[config.mk]
export PLATFORM = sky130hd
export DESIGN_NAME = irq_prio_ctrl
export DESIGN_NICKNAME = d
export VERILOG_FILES = /design/src/rtl/irq_pkg.sv /design/src/rtl/irq_pend_bank.sv /design/src/rtl/irq_prio_pick.sv /design/src/rtl/irq_master_en.sv /design/src/rtl/irq_prio_ctrl.sv
export SDC_FILE = /design/constraint.sdc
export NUM_CORES = 1
export LEC_CHECK = 0
export BUFFER_PORTS_ARGS = -buffer_cell sky130_fd_sc_hd__buf_2
export CAP_MARGIN = 20
export CELL_PAD_IN_SITES_DETAIL_PLACEMENT = 0
export CELL_PAD_IN_SITES_GLOBAL_PLACEMENT = 2
export CORE_ASPECT_RATIO = 0.8
export CORE_UTILIZATION = 28
export CTS_CLUSTER_DIAMETER = 30
export DETAILED_ROUTE_END_ITERATION = 12
export MAX_ROUTING_LAYER = met4
export PLACE_DENSITY_LB_ADDON = 0.1
export SLEW_MARGIN = 20
export SYNTH_ARGS = -nofsm -noshare
export SYNTH_HDL_FRONTEND = slang
export SYNTH_SLANG_ARGS = --single-unit
[constraint.sdc]
create_clock -name clk_i -period 2.1 [get_ports clk_i]
set_input_delay 0.105 -clock clk_i [delete_from_list [all_inputs] [get_ports clk_i]]
set_output_delay 0.105 -clock clk_i [all_outputs]
set_load 0.1 [all_outputs]
[src/rtl/irq_pkg.sv]
package irq_pkg;
  localparam int unsigned REG_ADDR_W = 2;

  typedef enum logic [REG_ADDR_W-1:0] {
    REG_PEND   = 2'd0,
    REG_ENABLE = 2'd1,
    REG_MASTER = 2'd2,
    REG_NONE   = 2'd3
  } reg_sel_e;
endpackage

[src/rtl/irq_pend_bank.sv]
module irq_pend_bank #(
  parameter int unsigned N_SRC = 16
) (
  input  logic             clk_i,
  input  logic             rst_ni,
  input  logic [N_SRC-1:0] src_i,
  input  logic [N_SRC-1:0] clr_i,
  output logic [N_SRC-1:0] src_q_o,
  output logic [N_SRC-1:0] pend_o
);
  logic [N_SRC-1:0] src_q, pend_q, rise;

  assign rise = src_i & ~src_q;

  // a new edge wins over any clear in the same cycle
  always_ff @(posedge clk_i or negedge rst_ni) begin
    if (!rst_ni) begin
      src_q  <= '0;
      pend_q <= '0;
    end else begin
      src_q  <= src_i;
      pend_q <= (pend_q & ~clr_i) | rise;
    end
  end

  assign src_q_o = src_q;
  assign pend_o  = pend_q;
endmodule

[src/rtl/irq_prio_pick.sv]
module irq_prio_pick #(
  parameter int unsigned N_SRC = 16,
  localparam int unsigned IDX_W = $clog2(N_SRC)
) (
  input  logic [N_SRC-1:0] elig_i,
  output logic             any_o,
  output logic [IDX_W-1:0] idx_o
);
  logic [N_SRC:0]   seen;
  logic [N_SRC-1:0] win;

  assign seen[0] = 1'b0;
  for (genvar i = 0; i < N_SRC; i++) begin : g_chain
    assign win[i]    = elig_i[i] & ~seen[i];
    assign seen[i+1] = seen[i] | elig_i[i];
  end

  always_comb begin
    idx_o = '0;
    for (int i = 0; i < N_SRC; i++) begin
      if (win[i]) idx_o = idx_o | IDX_W'(i);
    end
  end

  assign any_o = seen[N_SRC];
endmodule

[src/rtl/irq_master_en.sv]
module irq_master_en (
  input  logic clk_i,
  input  logic rst_ni,
  input  logic take_i,
  input  logic ret_i,
  input  logic sw_we_i,
  input  logic sw_val_i,
  output logic en_o,
  output logic saved_o
);
  logic en_q, saved_q;

  always_ff @(posedge clk_i or negedge rst_ni) begin
    if (!rst_ni) begin
      en_q    <= 1'b0;
      saved_q <= 1'b0;
    end else if (take_i) begin
      saved_q <= en_q;
      en_q    <= 1'b0;
    end else if (ret_i) begin
      en_q    <= saved_q;
    end else if (sw_we_i) begin
      en_q    <= sw_val_i;
    end
  end

  assign en_o    = en_q;
  assign saved_o = saved_q;
endmodule

[src/rtl/irq_prio_ctrl.sv]
module irq_prio_ctrl
  import irq_pkg::*;
#(
  parameter int unsigned N_SRC = 16,
  localparam int unsigned IDX_W = $clog2(N_SRC)
) (
  input  logic                  clk_i,
  input  logic                  rst_ni,
  input  logic [N_SRC-1:0]      src_i,
  input  logic                  reg_we_i,
  input  logic [REG_ADDR_W-1:0] reg_addr_i,
  input  logic [N_SRC-1:0]      reg_wdata_i,
  output logic [N_SRC-1:0]      reg_rdata_o,
  output logic                  irq_req_o,
  output logic [IDX_W-1:0]      irq_id_o,
  input  logic                  irq_ack_i,
  input  logic                  irq_ret_i
);
  localparam logic [N_SRC-1:0] NMASK_POS = N_SRC'(1);  // position 0 ignores enables

  logic [N_SRC-1:0] pend_q, src_q, en_q, elig, clr;
  logic             master_en, master_saved, take, any;
  logic [IDX_W-1:0] pick;
  reg_sel_e         sel;

  assign sel  = reg_sel_e'(reg_addr_i);
  assign take = irq_ack_i & any;
  assign clr  = (take ? (N_SRC'(1) << pick) : '0)
              | ((reg_we_i && sel == REG_PEND) ? reg_wdata_i : '0);

  irq_pend_bank #(.N_SRC(N_SRC)) u_pend (
    .clk_i   (clk_i),
    .rst_ni  (rst_ni),
    .src_i   (src_i),
    .clr_i   (clr),
    .src_q_o (src_q),
    .pend_o  (pend_q)
  );

  always_ff @(posedge clk_i or negedge rst_ni) begin
    if (!rst_ni)                            en_q <= '0;
    else if (reg_we_i && sel == REG_ENABLE) en_q <= reg_wdata_i;
  end

  irq_master_en u_master (
    .clk_i    (clk_i),
    .rst_ni   (rst_ni),
    .take_i   (take),
    .ret_i    (irq_ret_i),
    .sw_we_i  (reg_we_i && sel == REG_MASTER),
    .sw_val_i (reg_wdata_i[0]),
    .en_o     (master_en),
    .saved_o  (master_saved)
  );

  assign elig = pend_q & ((en_q & {N_SRC{master_en}}) | NMASK_POS);

  irq_prio_pick #(.N_SRC(N_SRC)) u_pick (
    .elig_i (elig),
    .any_o  (any),
    .idx_o  (pick)
  );

  assign irq_req_o = any;
  assign irq_id_o  = pick;

  always_comb begin
    unique case (sel)
      REG_PEND:   reg_rdata_o = pend_q;
      REG_ENABLE: reg_rdata_o = en_q;
      REG_MASTER: reg_rdata_o = N_SRC'({master_saved, master_en});
      default:    reg_rdata_o = '0;
    endcase
  end
endmodule

# Word-level counts from Yosys, hierarchy flattened
# Cells that the tools add are included.
[word_totals]
regBits = 50
output_inout_bits = 21
in_bits = 39
[op_classes]
bitwise = 54
shifts = 1
muxes = 21
n_eq_ne = 2
n_reduce_logical = 5
[ops]
columns = ["op", "n"]
rows = [
  ["bitwise AND 16 bit", 4],
  ["case mux 16 bit (3 select lines)", 1],
  ["two-way mux 16 bit", 2],
  ["two-way mux 4 bit", 8],
  ["NOT 16 bit", 2],
  ["bitwise OR 16 bit", 2],
  ["bitwise AND 1 bit", 16],
  ["<< shifter 1 x 4 -> 16 bit (first input constant)", 1],
  ["NOT 1 bit", 15],
  ["bitwise OR 1 bit", 15],
  ["two-way mux 3 bit", 4],
  ["two-way mux 1 bit", 4],
  ["two-way mux 2 bit", 2],
  ["logical AND 1 bit", 3],
  ["nonzero test 3 bit", 1],
  ["equality test 2 x 1 -> 1 bit (second input constant)", 1],
  ["equality test 2 bit (second input constant)", 1],
  ["logical NOT 2 bit", 1],
]

# Depth between registers and ports, before layout
[depth]
word_depth = 25
depth_mapped = 7
ltp_nobuf = 6

# Cells and area by module
# Synthesis repeated with hierarchy kept, for this count alone.
[unflattened]
hier_cells = 239
area_unflattened_um2 = 2718.9
[by_module_without_submodules]
columns = ["mod", "n_inst", "seq_area_each_um2", "area_per_inst_um2", "cells_each"]
rows = [
  ["irq_prio_ctrl", 1, 400.4, 1280.0, 119],
  ["irq_pend_bank", 1, 800.8, 1121.1, 80],
  ["irq_prio_pick", 1, 0.0, 224.0, 33],
  ["irq_master_en", 1, 50.0, 93.8, 7],
]

# Worst setup path after synthesis
# Ideal clock, no wire load.
[synth_path]
path_kind = "reg2out"
startpoint = "register u_pend.pend_q[5], in the netlist u_pend.pend_o[5]"
endpoint = "output port irq_id_o[3]"
path_stages_with_launch = 4
path_buffers = 0
t_arrival_ps = 3059
setup_slack_ps = -1064
t_required_ps = 1995
path_cell_list = "dfrtp_1 -> a22o_1 -> o21a_1 -> a211oi_1"
[synth_between]
elab_chain_len = 14
[synth_lines]
columns = ["element", "line_no", "rtl"]
rows = [
  ["start: declaration", "irq_pend_bank.sv:11", "logic [N_SRC-1:0] src_q, pend_q, rise;"],
  ["start signal: assignment", "irq_pend_bank.sv:22", "pend_q <= (pend_q & ~clr_i) | rise;"],
  ["bitwise AND 16 bit (*)", "irq_prio_ctrl.sv:56", "assign elig = pend_q & ((en_q & {N_SRC{master_en}}) | NMASK_POS);"],
  ["bitwise OR 1 bit (*) (3 in a row)", "irq_prio_pick.sv:15", "assign seen[i+1] = seen[i] | elig_i[i];"],
  ["NOT 1 bit / bitwise OR 1 bit (equally long branches)", "irq_prio_pick.sv:14, irq_prio_pick.sv:15", ""],
  ["bitwise AND 1 bit (tied with other cells)", "irq_prio_pick.sv:14", "assign win[i] = elig_i[i] & ~seen[i];"],
  ["two-way mux 4 bit (tied with other cells) (6 in a row)", "irq_prio_pick.sv:21", "if (win[i]) idx_o = idx_o | IDX_W'(i);"],
  ["two-way mux 4 bit / bitwise AND 1 bit (equally long branches)", "irq_prio_pick.sv:21, irq_prio_pick.sv:14", ""],
  ["two-way mux 4 bit (*)", "irq_prio_pick.sv:21", ""],
  ["end: declaration", "irq_prio_ctrl.sv:15", "output logic [IDX_W-1:0] irq_id_o,"],
]
# Every way passes the cells marked *; elsewhere a longest branch is shown, timed or not.

# Worst setup path after layout
[layout_path]
startpoint = "register u_master.en_q, in the netlist u_master.en_o"
endpoint = "output port irq_id_o[1]"
[layout_between]
elab_chain_len = 19
[layout_lines]
columns = ["element", "line_no", "rtl"]
rows = [
  ["start: declaration", "irq_master_en.sv:11", "logic en_q, saved_q;"],
  ["start signal: assignment", "irq_master_en.sv:21", "en_q <= saved_q;"],
  ["start signal: assignment", "irq_master_en.sv:23", "en_q <= sw_val_i;"],
  ["bitwise AND 16 bit (*) (2 in a row)", "irq_prio_ctrl.sv:56", ""],
  ["bitwise OR 1 bit", "irq_prio_pick.sv:15", ""],
  ["NOT 1 bit / bitwise OR 1 bit (equally long branches)", "irq_prio_pick.sv:14, irq_prio_pick.sv:15", ""],
  ["bitwise AND 1 bit (tied with other cells)", "irq_prio_pick.sv:14", ""],
  ["two-way mux 2 bit (tied with other cells)", "irq_prio_pick.sv:21", ""],
  ["two-way mux 2 bit / bitwise OR 1 bit (equally long branches)", "irq_prio_pick.sv:21, irq_prio_pick.sv:15", ""],
  ["two-way mux 3 bit (tied with other cells) (3 in a row)", "irq_prio_pick.sv:21", ""],
  ["two-way mux 3 bit / bitwise OR 1 bit (equally long branches)", "irq_prio_pick.sv:21, irq_prio_pick.sv:15", ""],
  ["two-way mux 4 bit (tied with other cells) (3 in a row)", "irq_prio_pick.sv:21", ""],
  ["two-way mux 4 bit / bitwise OR 1 bit (equally long branches)", "irq_prio_pick.sv:21, irq_prio_pick.sv:15", ""],
  ["two-way mux 4 bit (tied with other cells) (2 in a row)", "irq_prio_pick.sv:21", ""],
  ["two-way mux 4 bit / bitwise AND 1 bit (equally long branches)", "irq_prio_pick.sv:21, irq_prio_pick.sv:14", ""],
  ["two-way mux 4 bit (*)", "irq_prio_pick.sv:21", ""],
]
# Marked as above.

==> summary.txt <==
Status
  – Status: complete, no violations

Yosys
  – Synthesized instance count: 252
  – Mean Syn Cell Area: 10.11 um2
  – Mapped Area: 2547 um2
  – Synthesized net count: 291
  – Synth Warn #: 0
  – Synth Register Bits: 50
  – Sequential element share of the synthesized area: 49.12%
  – Unique masters post-synth: 40
  – Main synth FF type: dfrtp_1
  – Share of flip-flops with an asynchronous set or reset: 100.0%
  – EDFF count, synth: 0

Worst setup path
  – Setup CP Type: reg -> out
  – Largest stage delay, worst path: 0.42 ns
  – R2R setup slack: 0.08 ns
  – Highest net fanout along the worst path: 5
  – CP most frequent cell: buf_6
  – Largest delay share family, worst path: compound AO/OA/AOI/OAI gates
  – CP startpoint kind: flip-flop
  – Crit-path slowest cell: dfrtp_2
  – Crit path arrival time: 1.93 ns
  – Crit. End Element: output pin
  – Cells along the critical path: buf_6, a21boi_4, a32oi_2, o211ai_1, nand2_1, buf_6, nand2_4, buf_12
  – CP Data Required Time: 2.00 ns
  – CP Buf/Inv Count: 3

Layout
  – Share of cells above drive strength 1: 44.50%
  – Most frequent cells in the layout: buf_2 (57), dfrtp_1 (48), buf_4 (43)
  – Fill count: 836
  – Final non-filler cell total: 485
  – Antenna cells: 0
  – Commonest non-fill, non-tap cell in the layout: buf_2
  – Layout area overhead: 49.46%
  – Fin nets: 411
  – Register area: 1254 um2
  – Area occupied by multi-input gates: 1311 um2
  – Design area: 3807 um2

STA
  – Slew at the pin with the worst max-slew slack: 0.6177 ns
  – Worst hold margin: 0.06335 ns
  – Unrepaired setup endpoints after global routing: yes
  – Clk_skew: 0.004046 ns
  – Final setup fails: 0
  – Max Clk Rate: 0.4922 GHz
  – Tmin final: 2.032 ns
  – Final worst path period share: 96.75%
  – Slew Limit Fails: 0
  – Final hold vios: 0
  – Slew headroom: 58.82%

Floorplanning
  – Initial core utilization: 29.38%
  – Die Ht: 87.32 um
  – DIE WIDTH: 108.6 um
  – Core area: 8671 um2
  – FP Rows: 30
  – Full die area: 9486 um2
  – # IOs: 60

Place
  – Post-Place Cells: 454
  – Routability congestion estimate: 0.8122
  – PortBufs: 59
  – Cell Area, Placed: 3328 um2
  – Post-DP HPWL: 5.697 mm

GRT
  – First-pass GRT wire length: 12.12 mm
  – Grt ovf: 0
  – Total GRT Usage: 17.78%
  – Largest net degree at the start of global routing: 26
  – Number of global-route vias before repair: 2272
  – Initial antenna violation count: 0

Pwr
  – Overall power: 3.703 mW
  – Leakage: 1.799 nW
  – Comb pwr share: 44.2%
  – Net Switching: 1.487 mW
  – Share of power burned in registers: 31.7%
  – Maximum vdd drop: 439.3 uV
  – Power share of the clock group: 24.1%
  – Sw frac: 40.14%
  – Internal power: 2.217 mW
  – Pwr Density: 972.7 nW/um2

Drt
  – Wire length per cell: 16.00 um
  – Initial drt markers: 80
  – Via/cell ratio: 4.734
  – Via count: 2296
  – Routed Antenna Nets: 0
  – DRT Wirelength: 7.760 mm
  – TritonRoute pass-1 iters: 4
  – DRC Markers: 0

CTS
  – CTS tree: done
  – TritonCTS Sinks: 50
  – Max Buffers Root-to-Sink: 2
  – CTS clock-pin slew for the worst setup and hold paths: 0.07 ns
  – Root buf cell: clkbuf_16
  – CTS buffer count: 5
  – Clock Latency Late Sink: 0.29 ns
  – H-tree depth: 2

Flow run
  – Max Cap Viol: 0

Worst hold path
  – Type of the worst min-delay path: in -> reg
[cell type report]
| class | instances | area share, % |
|---|---|---|
| Multi-Input combinational cell | 174 | 34.44 |
| Tap cell | 112 | 3.681 |
| Sequential cell | 50 | 32.93 |
| Clock buffer | 8 | 4.371 |
| Timing Repair Buffer | 122 | 22.61 |
| Inverter | 19 | 1.972 |
[power groups by stage]
stage          registers, mW  logic (mW)  clock network, mW
3_3_place_gp            1.18        1.51                  0
2_1_floorplan           1.17        1.03                  0
3_5_place_dp            1.18        1.51                  0
6_report                1.18        1.64              0.891
5_1_grt                 1.19        1.74              0.949
4_1_cts                 1.16        1.55              0.905
[synth_stat cells, types with 2 or more instances]
| library cell | n | area share, % |
|---|---|---|
| mux2i_1 | 16 | 6.3 |
| dfrtp_1 | 50 | 49 |
| a21oi_1 | 6 | 1.2 |
| o22ai_1 | 2 | 0.49 |
| nand3_1 | 5 | 0.98 |
| a32oi_1 | 8 | 2.8 |
| a21boi_1 | 2 | 0.59 |
| nor3b_1 | 2 | 0.59 |
| a22o_1 | 6 | 2.1 |
| a32o_1 | 6 | 2.4 |
| nand2_1 | 44 | 6.5 |
| buf_2 | 3 | 0.59 |
| o21ai_1 | 11 | 2.2 |
| and3_1 | 3 | 0.74 |
| o211ai_1 | 2 | 0.59 |
| mux2_2 | 17 | 7.5 |
| inv_1 | 19 | 2.8 |
| o21ai_0 | 3 | 0.59 |
| and2_1 | 2 | 0.49 |
| a31oi_1 | 3 | 0.74 |
| clkbuf_1 | 4 | 0.59 |
| o21a_1 | 2 | 0.59 |
| a31o_2 | 2 | 0.69 |
| nand4_1 | 3 | 0.74 |
| nor2_1 | 16 | 2.4 |
[through the flow]
stage | setup slack (ns) | setup TNS (ns) | utilization, %
4_1_cts | -0.01836 | -0.01836 | 42.53
6_report | 0.06821 | 0 | 43.91
3_5_place_dp | -0.03093 | -0.03093 | 38.38
5_1_grt | -0.01433 | -0.01433 | 43.91
2_1_floorplan | -0.1123 | -0.1123 | -
3_3_place_gp | -0.07905 | -0.09074 | 38.38
[layer usage]
layer / GRT usage (%) / vias up / share of wire [%]
met5: - / - / 0
met3: 3.067 / 4 / 3.2
met4: 4.054 / 0 / 0.73
met1: 24.99 / 1089 / 51
li1: - / 1159 / -
met2: 26.64 / 44 / 45
[kinds of logic after synthesis]
group | after synthesis | synth area share [%]
compound gates | 61 | 18.47
buf+inv | 28 | 4.567
mux | 33 | 13.80
flops | 50 | 49.12
simple gates | 80 | 14.05
[registers in the layout, summed over array words and instances (netlist names)]
name / flops
en_q: 16
u_master.en_o: 1
u_master.saved_o: 1
u_pend.pend_o: 16
u_pend.src_q_o: 16
[final timing paths]
path                                    from                 to  cells after the start
setup reg to reg               u_master.en_o   u_pend.pend_o[2]                      7
setup / recovery               u_master.en_o        irq_id_o[1]                      8
min in group asynchronous             rst_ni  u_pend.src_q_o[0]                      2
hold / removal                reg_wdata_i[5]            en_q[5]                      2
hold reg to reg            u_pend.src_q_o[4]   u_pend.pend_o[4]                      1
max in group asynchronous             rst_ni   u_pend.pend_o[3]                      3
[what timing repair did]
item | in CTS | in global routing
hold buffers | 17 | 0
resized for setup | 5 | 19
gates cloned | 0 | 1
endpoints found under the hold margin | 39 | 0
setup buffers | 1 | 4
endpoints found under the setup margin | 8 | 17
pin swaps | 2 | 9
Note: power is estimated with default switching activity, not from simulation.
